<file path="src/rtl/irq_comb_pkg.sv">
package irq_comb_pkg;
  localparam int unsigned SUBS_PER_CH = 3;
  localparam int unsigned OFS_RX  = 0;
  localparam int unsigned OFS_TX  = 1;
  localparam int unsigned OFS_ERR = 2;

  typedef enum logic [1:0] {
    SEL_SUB_PEND = 2'd0,
    SEL_SUB_MASK = 2'd1,
    SEL_MAIN     = 2'd2,
    SEL_SUB_SET  = 2'd3
  } reg_sel_e;
endpackage

</file>
<file path="src/rtl/pend_reg.sv">
// Generic set/clear pending register. SET_WINS picks the collision rule.
module pend_reg #(
  parameter int unsigned W        = 15,
  parameter bit          SET_WINS = 1'b1
) (
  input  logic         clk_i,
  input  logic         rst_ni,
  input  logic [W-1:0] set_i,
  input  logic [W-1:0] clr_i,
  output logic [W-1:0] q_o
);
  logic [W-1:0] q_d, q_q;

  generate
    if (SET_WINS) begin : g_set_wins
      assign q_d = (q_q & ~clr_i) | set_i;

      assert_set_lands_R2: assert property (@(posedge clk_i) disable iff (!rst_ni)
        1'b1 |=> ((q_q & $past(set_i)) == $past(set_i)));
      assert_clear_applies_R3: assert property (@(posedge clk_i) disable iff (!rst_ni)
        1'b1 |=> ((q_q & $past(clr_i & ~set_i)) == '0));
    end else begin : g_clr_wins
      assign q_d = (q_q | set_i) & ~clr_i;

      assert_req_lands_R6: assert property (@(posedge clk_i) disable iff (!rst_ni)
        1'b1 |=> ((q_q & $past(set_i & ~clr_i)) == $past(set_i & ~clr_i)));
      assert_clear_applies_R10: assert property (@(posedge clk_i) disable iff (!rst_ni)
        1'b1 |=> ((q_q & $past(clr_i)) == '0));
      assert_sticky_R9: assert property (@(posedge clk_i) disable iff (!rst_ni)
        ((~q_q & $past(q_q) & ~$past(clr_i)) == '0));
    end
  endgenerate

  always_ff @(posedge clk_i or negedge rst_ni) begin
    if (!rst_ni) q_q <= '0;
    else         q_q <= q_d;
  end

  assign q_o = q_q;
endmodule

</file>
<file path="src/rtl/mask_reg.sv">
module mask_reg #(
  parameter int unsigned W = 15
) (
  input  logic         clk_i,
  input  logic         rst_ni,
  input  logic         load_i,
  input  logic [W-1:0] data_i,
  output logic [W-1:0] q_o
);
  logic [W-1:0] q_q;

  always_ff @(posedge clk_i or negedge rst_ni) begin
    if (!rst_ni)     q_q <= '1;
    else if (load_i) q_q <= data_i;
  end

  assign q_o = q_q;
endmodule

</file>
<file path="src/rtl/group_fold.sv">
// Collapses requesting sub-sources into one request per peripheral.
module group_fold #(
  parameter int unsigned NUM_UART = 3,
  parameter int unsigned ADC_W    = 2,
  localparam int unsigned ADC_BASE = NUM_UART * irq_comb_pkg::SUBS_PER_CH,
  localparam int unsigned SPAN     = ADC_BASE + ADC_W,
  localparam int unsigned MAIN_W   = NUM_UART + 1
) (
  input  logic [SPAN-1:0]   req_i,
  output logic [MAIN_W-1:0] grp_o
);
  import irq_comb_pkg::*;

  generate
    for (genvar c = 0; c < NUM_UART; c++) begin : g_uart
      assign grp_o[c] = |req_i[c*SUBS_PER_CH +: SUBS_PER_CH];
    end
  endgenerate

  assign grp_o[NUM_UART] = |req_i[ADC_BASE +: ADC_W];
endmodule

</file>
<file path="src/rtl/irq_subsrc_combiner.sv">
module irq_subsrc_combiner #(
  parameter int unsigned NUM_UART = 3,
  parameter int unsigned ADC_W    = 2,
  parameter int unsigned SUB_W    = 15,
  localparam int unsigned ADC_BASE = NUM_UART * irq_comb_pkg::SUBS_PER_CH,
  localparam int unsigned SPAN     = ADC_BASE + ADC_W,
  localparam int unsigned MAIN_W   = NUM_UART + 1
) (
  input  logic              clk_i,
  input  logic              rst_ni,
  input  logic [SUB_W-1:0]  sub_evt_i,
  input  logic              bus_we_i,
  input  logic [1:0]        bus_addr_i,
  input  logic [SUB_W-1:0]  bus_wdata_i,
  output logic [SUB_W-1:0]  bus_rdata_o,
  output logic [MAIN_W-1:0] main_pend_o
);
  import irq_comb_pkg::*;

  reg_sel_e            sel;
  logic [SUB_W-1:0]    sub_q, mask_q, sub_set, sub_clr;
  logic [MAIN_W-1:0]   main_q, main_clr, grp_req;
  logic [SPAN-1:0]     req_span;

  assign sel = reg_sel_e'(bus_addr_i);

  always_comb begin
    sub_set  = sub_evt_i;
    sub_clr  = '0;
    main_clr = '0;
    if (bus_we_i) begin
      unique case (sel)
        SEL_SUB_PEND: sub_clr  = bus_wdata_i;
        SEL_SUB_SET:  sub_set  = sub_evt_i | bus_wdata_i;
        SEL_MAIN:     main_clr = bus_wdata_i[MAIN_W-1:0];
        default: ;
      endcase
    end
  end

  pend_reg #(.W(SUB_W), .SET_WINS(1'b1)) u_sub_pend (
    .clk_i (clk_i), .rst_ni(rst_ni),
    .set_i (sub_set), .clr_i(sub_clr), .q_o(sub_q)
  );

  mask_reg #(.W(SUB_W)) u_sub_mask (
    .clk_i (clk_i), .rst_ni(rst_ni),
    .load_i(bus_we_i && sel == SEL_SUB_MASK),
    .data_i(bus_wdata_i), .q_o(mask_q)
  );

  assign req_span = sub_q[SPAN-1:0] & ~mask_q[SPAN-1:0];

  group_fold #(.NUM_UART(NUM_UART), .ADC_W(ADC_W)) u_fold (
    .req_i(req_span), .grp_o(grp_req)
  );

  pend_reg #(.W(MAIN_W), .SET_WINS(1'b0)) u_main_pend (
    .clk_i (clk_i), .rst_ni(rst_ni),
    .set_i (grp_req), .clr_i(main_clr), .q_o(main_q)
  );

  always_comb begin
    unique case (sel)
      SEL_SUB_PEND: bus_rdata_o = sub_q;
      SEL_SUB_MASK: bus_rdata_o = mask_q;
      SEL_MAIN:     bus_rdata_o = SUB_W'(main_q);
      default:      bus_rdata_o = '0;
    endcase
  end

  assign main_pend_o = main_q;

  // A masked group must not raise its main bit
  assert_masked_group_quiet_R5: assert property (@(posedge clk_i) disable iff (!rst_ni)
    ((mask_q[2:0] == 3'b111) && !main_q[0] && main_clr[0] == 1'b0) |=> !main_q[0]);
endmodule

</file>
<file path="config.mk">
export PLATFORM = sky130hd
export DESIGN_NAME = irq_subsrc_combiner
export DESIGN_NICKNAME = d
export VERILOG_FILES = /design/src/rtl/irq_comb_pkg.sv /design/src/rtl/pend_reg.sv /design/src/rtl/mask_reg.sv /design/src/rtl/group_fold.sv /design/src/rtl/irq_subsrc_combiner.sv
export SDC_FILE = /design/constraint.sdc
export NUM_CORES = 1
export LEC_CHECK = 0
export ABC_CLOCK_PERIOD_IN_PS = 1100
export BUFFER_PORTS_ARGS = -buffer_cell sky130_fd_sc_hd__buf_2
export CAP_MARGIN = 30
export CORE_MARGIN = 1
export CORE_UTILIZATION = 24
export CTS_CLUSTER_SIZE = 28
export DETAILED_ROUTE_END_ITERATION = 10
export PLACE_DENSITY = 0.53
export SLEW_MARGIN = 20
export SYNTH_ARGS = -nofsm -noshare
export SYNTH_HDL_FRONTEND = slang
export SYNTH_SLANG_ARGS = --single-unit
</file>
<file path="constraint.sdc">
create_clock -name clk_i -period 1.1 [get_ports clk_i]
set_clock_uncertainty 0.05 [all_clocks]
set_input_delay 0.11 -clock clk_i [delete_from_list [all_inputs] [get_ports clk_i]]
set_output_delay 0.11 -clock clk_i [all_outputs]
set_load 0.1 [all_outputs]
</file>
==> reports/results.txt, run 1 <==
outcome = complete, but fails checks
failing checks = setup timing
routed wire length = 5070 um
power per cell area = 1330 mW/mm2
CP endpoint kind = output port
Largest stage delay, worst path = 560 ps
total power = 4.35 mW
Routed Antenna Nets = 0
Max Fclk = 0.698 GHz
P&R area growth vs syn = 76.7%
share of cells above drive strength 1 = 0.626
Mapped Cells = 169
number of synthesized register bits = 34
Initial Utilization = 0.252
HP Start = bus_wdata_i[2]
Worst setup SP type = flop
VDD IR max = 0.599 mV
CTS Buf Count = 5
H-tree depth = 2
die area = 0.00809 mm2
global-route wire length before repair = 8450 um
drt first-iter violations = 55
warning count from the yosys run = 0
Die W = 89.9 um
Clock Path Buffers = 2
drt wl/cell = 14.1 um
worst rel slew slack = 0.804
WP data required = 940 ps
HP Class = in -> reg
Root Driver = clkbuf_8
CP Cell Sequence = mux2i_2 -> o21ai_4 -> buf_12
Worst-path clk slew = 70 ps
post-synthesis sequential area ratio = 0.469
CORE AREA = 0.00737 mm2
final critical-path required period = 1430 ps
drt drc = 0
# port buffers = 53
gr usage total = 0.134
Hold Path Depth = 2
worst setup margin = -333 ps
Final Non-Filler Cells = 361
Fill cells = 714
Syn Area/Cell = 11.0 um2
Cells after DPL = 325
Layout Nets = 296
Setup Slack @ Placement = -110 ps
final hold violations = 0
Endpoint, Worst Hold = u_main_pend.q_o[2]
Slew Limit Fails = 0
most frequent cells in the layout = buf_2 (34), buf_12 (23), buf_4 (19)
Die Span Y = 89.9 um
most common cell after layout, fill and taps aside = buf_2
critical path arrival = 1270 ps
Worst R2R End = u_main_pend.q_o[2]
Worst Reg-to-Reg Cells = 4
Post-DP HPWL = 3560 um
family with the most delay on the worst path = flip-flops
crit path max fanout = 3
RD Place Congestion = 0.710
Finished Core Util = 0.445
worst skew pair latency = 280 ps
GRT overflow = 0
Mapped Area = 0.00186 mm2
CP Buf/Inv Count = 1
synth unique cells = 24
CTS tree = built
fin crit share = 1.30
CTS Sinks = 34
row count = 31
Inserted Diodes = 0
setup TNS = -4960 ps
Pre-antenna DRT Iters = 4
initial antenna violation count = 0
via/cell ratio = 4.55
Critical-path top delay cell = dfstp_2
RSZ-0062 raised after global routing = yes
Final Setup Violations = 23
max cap viols = 0
syn nets = 204
FF-to-FF Start = u_sub_mask.q_o[8]
slew at the pin closest to its max-slew limit = 294 ps
WS Path Type = reg -> out
flop2flop setup slack = -210 ps
Leak Pwr = 1.38 nW
Ports = 54
largest net degree at the start of global routing = 35
vias post-DR = 1644
vias in the first global route = 1700
cell families (layout without fill, tap and decap cells):
logic type             Yosys count  in the layout  synth area share
AO/OA/AOI/OAI                   42             42             0.160
multiplexers                    30             30             0.192
AND/OR/NAND/NOR                 44             44             0.129
buffers and inverters           19            112            0.0506
flip-flops                      34             34             0.469
state kept, by name (all words and copies together) (netlist names):
signal	cells
u_main_pend.q_o	4
u_sub_pend.q_o	15
u_sub_mask.q_o	15
worst max path at each step:
stage	slack (ps)	startpoint	cells after the start	endpoint
3_3_place_gp	-100	u_sub_mask.q_o[9]	4	bus_rdata_o[9]
6_report	-330	u_sub_mask.q_o[3]	3	bus_rdata_o[3]
5_1_grt	-380	u_sub_mask.q_o[0]	3	bus_rdata_o[0]
3_5_place_dp	-110	bus_addr_i[0]	5	u_sub_mask.q_o[6]
2_1_floorplan	-230	u_sub_mask.q_o[0]	2	bus_rdata_o[0]
4_1_cts	-340	u_sub_mask.q_o[3]	3	bus_rdata_o[3]
metal layers:
metal,global-route usage,routed length [um],share of wire
met1,0.177,2420,0.48
met3,0.0364,181,0.036
met5,0,0,0
met2,0.214,2400,0.47
met4,0.0403,63,0.012
final cells by class:
| type | instances | area (um2) | area share |
|---|---|---|---|
| Clock buffer | 7 | 86.3 | 0.0263 |
| Multi-Input combinational cell | 116 | 1140 | 0.349 |
| Tap cell | 99 | 124 | 0.0378 |
| Sequential cell | 34 | 885 | 0.270 |
| Inverter | 5 | 23.8 | 0.00725 |
| Timing Repair Buffer | 99 | 1010 | 0.309 |
| Clock inverter | 1 | 5.00 | 0.00153 |
per-stage QoR:
stage               cell area, um2  hold WS, ps
floorplan                     2080         -236
global placement              2830         48.2
detailed placement            2830         34.3
CTS                           3230         4.81
global route                  3280         17.5
finish                        3280         13.5
synth_stat cells (all sizes together):
cell type / instances / area, um2
a2111oi: 3 / 26.3
a221oi: 1 / 8.76
a31oi: 15 / 93.8
a41oi: 4 / 35.0
and2: 1 / 8.76
buf: 8 / 52.6
clkbuf: 6 / 22.5
dfrtp: 19 / 475
dfstp: 15 / 394
inv: 5 / 18.8
mux2: 15 / 206
mux2i: 15 / 150
nand2: 8 / 30.0
nand2b: 2 / 12.5
nor2: 11 / 41.3
nor2b: 7 / 43.8
nor3: 4 / 20.0
nor3b: 11 / 82.6
o21ai: 4 / 20.0
o21bai: 15 / 113
where the power goes:
part	internal (mW)	switching, mW
Combinational	0.840	0.965
Clock	0.505	0.453
Sequential	1.46	0.119
Total	2.81	1.54
what timing repair did:
action	CTS	global route
hold endpoints to repair	49	0
pin swaps	13	9
hold buffers	16	0
buffers inserted	10	5
gates resized for setup	20	10
setup endpoints to repair	23	23
Power figures use the tool's default switching activity.
==> run 2, diff against run 1 <==
--- a/config.mk
+++ b/config.mk
@@ -12,7 +12,7 @@
 export CORE_UTILIZATION = 24
 export CTS_CLUSTER_SIZE = 28
 export DETAILED_ROUTE_END_ITERATION = 10
-export PLACE_DENSITY = 0.53
+export PLACE_DENSITY = 0.41
 export SLEW_MARGIN = 20
 export SYNTH_ARGS = -nofsm -noshare
 export SYNTH_HDL_FRONTEND = slang
==> run 2 against run 1 <==
The run still ends with setup timing left. Hold slack worse by 5.6 ps. Cell area is 1.3% higher. Worst setup slack better by 5.2 ps. First-iteration DRC count is 24% lower. Largest cell class unchanged. Highest routed layer unchanged.
==> reports/results.txt, run 2 (synthesis gave the netlist of run 1 again) <==
Final Instance Area = 0.00332 mm2 (+1.3%)
failing checks = setup timing
most frequent cells in the layout = buf_2 (34), buf_4 (22), buf_12 (22)
Pre-antenna DRT Iters = 4 (unchanged)
gr usage total = 0.141 (+0.00720)
CTS Buf Count = 5 (unchanged)
routed wire length = 5220 um (+2.8%)
Largest stage delay, worst path = 550 ps (about the same)
Layout Nets = 298 (+0.68%)
largest net degree at the start of global routing = 35 (unchanged)
vias post-DR = 1639 (-0.30%)
HP Start = bus_wdata_i[0]
WS Path Type = reg -> out
drt first-iter violations = 42 (-24%)
CP Cell Sequence = mux2i_2 -> o21ai_4 -> buf_12
Fill cells = 689 (-3.5%)
drt drc = 0 (unchanged)
CTS Sinks = 34 (unchanged)
H-tree depth = 2 (unchanged)
GRT overflow = 0 (unchanged)
critical path arrival = 1270 ps (about the same)
total power = 4.54 mW (+4.5%)
RSZ-0062 raised after global routing = yes
worst rel slew slack = 0.780 (-0.0248)
HP Class = in -> reg
share of cells above drive strength 1 = 0.625 (-0.000954)
Min Hold Slack = 7.82 ps (-5.64 ps)
outcome = complete, but fails checks
RD Place Congestion = 0.686 (-3.4%)
drt wl/cell = 14.4 um (+2.3%)
Root Driver = clkbuf_8
worst skew pair latency = 290 ps (about the same)
Max Fclk = 0.700 GHz (+0.36%)
Critical-path top delay cell = dfstp_2
Post-DP Area = 0.00284 mm2 (+0.35%)
Endpoint, Worst Hold = u_main_pend.q_o[0]
fin crit share = 1.30 (-0.00469)
initial antenna violation count = 0 (unchanged)
row count = 31 (unchanged)
worst setup margin = -328 ps (+5.16 ps)
power per cell area = 1370 mW/mm2 (+3.2%)
Routed Antenna Nets = 0 (unchanged)
vias in the first global route = 1705 (+0.29%)
VDD IR max = 0.603 mV (+0.61%)
# port buffers = 53 (unchanged)
WP data required = 940 ps (about the same)
Initial Utilization = 0.252 (unchanged)
die area = 0.00809 mm2 (unchanged)
Leak Pwr = 1.40 nW (+1.8%)
flop2flop setup slack = -120 ps (+90 ps)
CTS tree = built
max cap viols = 0 (unchanged)
via/cell ratio = 4.52 (-0.85%)
FF-to-FF Start = u_sub_mask.q_o[2]
Worst setup SP type = flop
crit path max fanout = 2 (-1)
Hold Path Depth = 2 (unchanged)
Worst R2R End = u_main_pend.q_o[0]
Clock Path Buffers = 2 (unchanged)
slew at the pin closest to its max-slew limit = 331 ps (+37.1 ps)
Slew Limit Fails = 0 (unchanged)
Die Span Y = 89.9 um (unchanged)
global-route wire length before repair = 8980 um (+6.3%)
CP endpoint kind = output port
Final Setup Violations = 23 (unchanged)
CORE AREA = 0.00737 mm2 (unchanged)
Die W = 89.9 um (unchanged)
P&R area growth vs syn = 79.0%
Ports = 54 (unchanged)
Post-DP HPWL = 3720 um (+4.4%)
Worst Reg-to-Reg Cells = 4 (unchanged)
final critical-path required period = 1430 ps (-5.16 ps)
Setup Slack @ Placement = -99.8 ps (+9.86 ps)
final hold violations = 0 (unchanged)
Inserted Diodes = 0 (unchanged)
Worst-path clk slew = 80 ps (about the same)
most common cell after layout, fill and taps aside = buf_2
## run 2: changes by cell type in the layout (fill, tap and decap cells not counted), moves of 2 or more
cell / change
buf_4: +3
inv_1: +2
mux2i_2: -2
mux2i_4: +2
nor2b_4: +2
## run 2: layout make-up
cell class | count | area (um2) | area share
timing repair buffer | 101 | 1010 | 0.305
inverter | 5 | 21.3 | 0.00640
multi-input combinational | 116 | 1170 | 0.352
tap | 99 | 124 | 0.0373
clock buffer | 5 | 68.8 | 0.0207
sequential | 34 | 885 | 0.266
clock inverter | 3 | 40.0 | 0.0121
## run 2: worst max-delay path: cells and delay by family (launching register included)
kind                   cells  cell delay [ps]
buffers and inverters      1              190
AO/OA/AOI/OAI              1              150
multiplexers               1               80
flip-flops                 1              550
## run 2: through the flow
stage / utilization / std cells / setup TNS (ps)
after floorplan: - / 169 / -2950
after global placement: 0.385 / 328 / -2500
after detailed placement: 0.385 / 328 / -2840
after CTS: 0.443 / 361 / -5300
after global routing: 0.451 / 363 / -6080
final: 0.451 / 363 / -4910
## run 2: report_power, final
part | switching [mW] | internal, mW
registers | 0.117 | 1.46
logic | 0.962 | 0.839
clock network | 0.494 | 0.667
total | 1.57 | 2.97
## run 2: worst max-delay path by stage
stage / startpoint / to / slack [ps]
global route: u_sub_mask.q_o[0] / bus_rdata_o[0] / -380
floorplan: u_sub_mask.q_o[0] / bus_rdata_o[0] / -230
detailed placement: bus_addr_i[0] / bus_rdata_o[3] / -100
finish: u_sub_mask.q_o[0] / bus_rdata_o[0] / -330
CTS: u_sub_mask.q_o[0] / bus_rdata_o[0] / -340
global placement: bus_addr_i[0] / bus_rdata_o[13] / -120
## run 2: timing repair
| action | 4_1_cts | 5_1_grt |
|---|---|---|
| endpoints found under the setup margin | 23 | 23 |
| endpoints found under the hold margin | 50 | 0 |
| resized for setup | 20 | 8 |
| hold buffers | 17 | 0 |
| pin swaps | 11 | 6 |
| buffers inserted | 10 | 2 |
## run 2: routing by layer
metal  track usage  up-vias  part of all wire
li1              -      800                 -
met1         0.204      793              0.51
met2         0.206       42              0.44
met3        0.0415        4             0.044
met4        0.0323        0            0.0061
met5             0        -                 0
==> run 3, diff against run 2 <==
--- a/config.mk
+++ b/config.mk
@@ -5,7 +5,7 @@
 export SDC_FILE = /design/constraint.sdc
 export NUM_CORES = 1
 export LEC_CHECK = 0
-export ABC_CLOCK_PERIOD_IN_PS = 1100
+export ABC_CLOCK_PERIOD_IN_PS = 1190
 export BUFFER_PORTS_ARGS = -buffer_cell sky130_fd_sc_hd__buf_2
 export CAP_MARGIN = 30
 export CORE_MARGIN = 1
@@ -13,6 +13,7 @@
 export CTS_CLUSTER_SIZE = 28
 export DETAILED_ROUTE_END_ITERATION = 10
 export PLACE_DENSITY = 0.41
+export RECOVER_POWER = 50
 export SLEW_MARGIN = 20
 export SYNTH_ARGS = -nofsm -noshare
 export SYNTH_HDL_FRONTEND = slang
==> constraint.sdc (replaced) <==
create_clock -name clk_i -period 1.19 [get_ports clk_i]
set_clock_uncertainty 0.05 [all_clocks]
set_input_delay 0.119 -clock clk_i [delete_from_list [all_inputs] [get_ports clk_i]]
set_output_delay 0.119 -clock clk_i [all_outputs]
set_load 0.1 [all_outputs]
==> run 3 against run 2 <==
The flow still finishes with violations (setup timing). Power down 13%. Count of clock-buffer cells in the layout up 2. Cell area down 3.0%. Register-to-register slack better by 120 ps. Via count down 2.4%. Critical path type unchanged. Largest power group unchanged. Highest routed layer unchanged.
==> reports/results.txt, run 3 (synthesis gave the netlist of run 1 again) <==
setup TNS = -3190 ps (+1720 ps)
Layout Nets = 295 (-1.0%)
gr usage total = 0.138 (-0.00313)
CORE AREA = 0.00737 mm2 (unchanged)
crit path max fanout = 2 (unchanged)
most common cell after layout, fill and taps aside = buf_2
worst rel slew slack = 0.677 (-0.102)
share of cells above drive strength 1 = 0.602 (-0.0235)
Final Non-Filler Cells = 360 (-0.83%)
WP data required = 1020 ps (+80 ps)
failing checks = setup timing
Die Span Y = 89.9 um (unchanged)
die area = 0.00809 mm2 (unchanged)
global-route wire length before repair = 8850 um (-1.5%)
RD Place Congestion = 0.676 (-1.5%)
drt wl/cell = 14.3 um (-0.58%)
vias post-DR = 1599 (-2.4%)
routed wire length = 5140 um (-1.4%)
initial antenna violation count = 0 (unchanged)
Ports = 54 (unchanged)
worst skew pair latency = 280 ps (about the same)
critical path arrival = 1310 ps (+40 ps)
Slew Limit Fails = 0 (unchanged)
CTS Sinks = 34 (unchanged)
total power = 3.95 mW (-13%)
VDD IR max = 0.493 mV (-18%)
Routed Antenna Nets = 0 (unchanged)
max cap viols = 0 (unchanged)
P&R area growth vs syn = 73.6%
Worst setup SP type = flop
GRT overflow = 0 (unchanged)
Leak Pwr = 1.37 nW (-2.7%)
Inserted Diodes = 0 (unchanged)
# port buffers = 53 (unchanged)
slew at the pin closest to its max-slew limit = 484 ps (+154 ps)
RSZ-0062 raised after global routing = yes
H-tree depth = 2 (unchanged)
Clock Path Buffers = 2 (unchanged)
highest routed layer = met4
CTS tree = built
Worst-path clk slew = 70 ps (about the same)
most frequent cells in the layout = buf_2 (34), buf_12 (22), buf_4 (21)
Die W = 89.9 um (unchanged)
Max Fclk = 0.675 GHz
Initial Utilization = 0.252 (unchanged)
outcome = complete, but fails checks
met3 wire length = 211 um (-7.9%)
WS Path Type = reg -> out
Post-DP Area = 0.00286 mm2 (+0.62%)
CP endpoint kind = output port
Post-DP HPWL = 3590 um (-3.3%)
Root Driver = clkbuf_8
wire length on met1 = 2550 um (-3.7%)
power per cell area = 1220 mW/mm2 (-10%)
final critical-path required period = 1480 ps
Final Instance Area = 0.00322 mm2 (-3.0%)
row count = 31 (unchanged)
vias in the first global route = 1699 (-0.35%)
CTS Buf Count = 5 (unchanged)
worst setup margin = -292 ps (+35.4 ps)
Pre-antenna DRT Iters = 3 (-1)
Setup Slack @ Placement = -54.6 ps (+45.3 ps)
Final Setup Violations = 16 (-30%)
final hold violations = 0 (unchanged)
largest net degree at the start of global routing = 35 (unchanged)
met2 routed WL = 2330 um (+1.0%)
Cells after DPL = 329 (+0.30%)
drt drc = 0 (unchanged)
HP Class = in -> reg
fin crit share = 1.25
drt first-iter violations = 28 (-33%)
via/cell ratio = 4.44 (-1.6%)
-- run 3: changes by cell type in the layout (fill, tap and decap cells not counted), sizes merged --
cell	previous run	this run
buf	84	81
bufinv	1	0
clkbuf	5	8
clkinv	2	1
dlygate4sd3	17	16
-- run 3: critical path, cell delays in order, from the launching register on --
cell	delay, ps
dfstp_2	540
buf_6	100
mux2i_4	60
o21ai_4	140
buf_12	190
-- run 3: repair_timing --
action / in CTS / in global routing
setup buffers: 5 / 2
resized for setup: 7 / 10
endpoints found under the hold margin: 49 / 0
hold buffers: 16 / 0
endpoints found under the setup margin: 16 / 18
pin swaps: 9 / 5
-- run 3: through the flow --
step	util	hold WS (ps)
2_1_floorplan	-	-227
3_3_place_gp	0.388	56.4
3_5_place_dp	0.388	44.5
4_1_cts	0.431	16.8
5_1_grt	0.437	26.5
6_report	0.437	23.6
-- run 3: path summary, 6_finish.rpt --
| kind | startpoint | to | slack, ps | cells after the start |
|---|---|---|---|---|
| setup reg to reg | u_sub_mask.q_o[0] | u_main_pend.q_o[0] | 0 | 4 |
| max in group asynchronous | rst_ni | u_main_pend.q_o[2] | 330 | 3 |
| min in group asynchronous | rst_ni | u_sub_pend.q_o[14] | 390 | 3 |
| hold reg to reg | u_sub_pend.q_o[14] | u_sub_pend.q_o[14] | 510 | 2 |
| hold / removal | bus_wdata_i[0] | u_main_pend.q_o[0] | 20 | 2 |
| setup / recovery | u_sub_mask.q_o[3] | bus_rdata_o[3] | -290 | 4 |
-- run 3: area by class of cell --
cell class / instances / area (um2)
repair buffers: 98 / 981
clock buffers: 7 / 86.3
well taps: 99 / 124
multi-input cells: 116 / 1130
clock inverters: 1 / 5.00
inverters: 5 / 18.8
fillers: 722 / 4150
flip-flops and latches: 34 / 880
-- run 3: per-layer routing --
metal,track usage,vias to the layer above
met5,0,-
met4,0.0323,0
met3,0.0355,6
met2,0.210,36
met1,0.196,760
li1,-,797
-- run 3: power by group --
| part | total (mW) | leakage, nW | internal (mW) | switching [mW] |
|---|---|---|---|---|
| clock network | 0.887 | 0.0482 | 0.467 | 0.420 |
| logic | 1.61 | 0.988 | 0.732 | 0.882 |
| registers | 1.45 | 0.330 | 1.35 | 0.0955 |
| total | 3.95 | 1.37 | 2.55 | 1.40 |
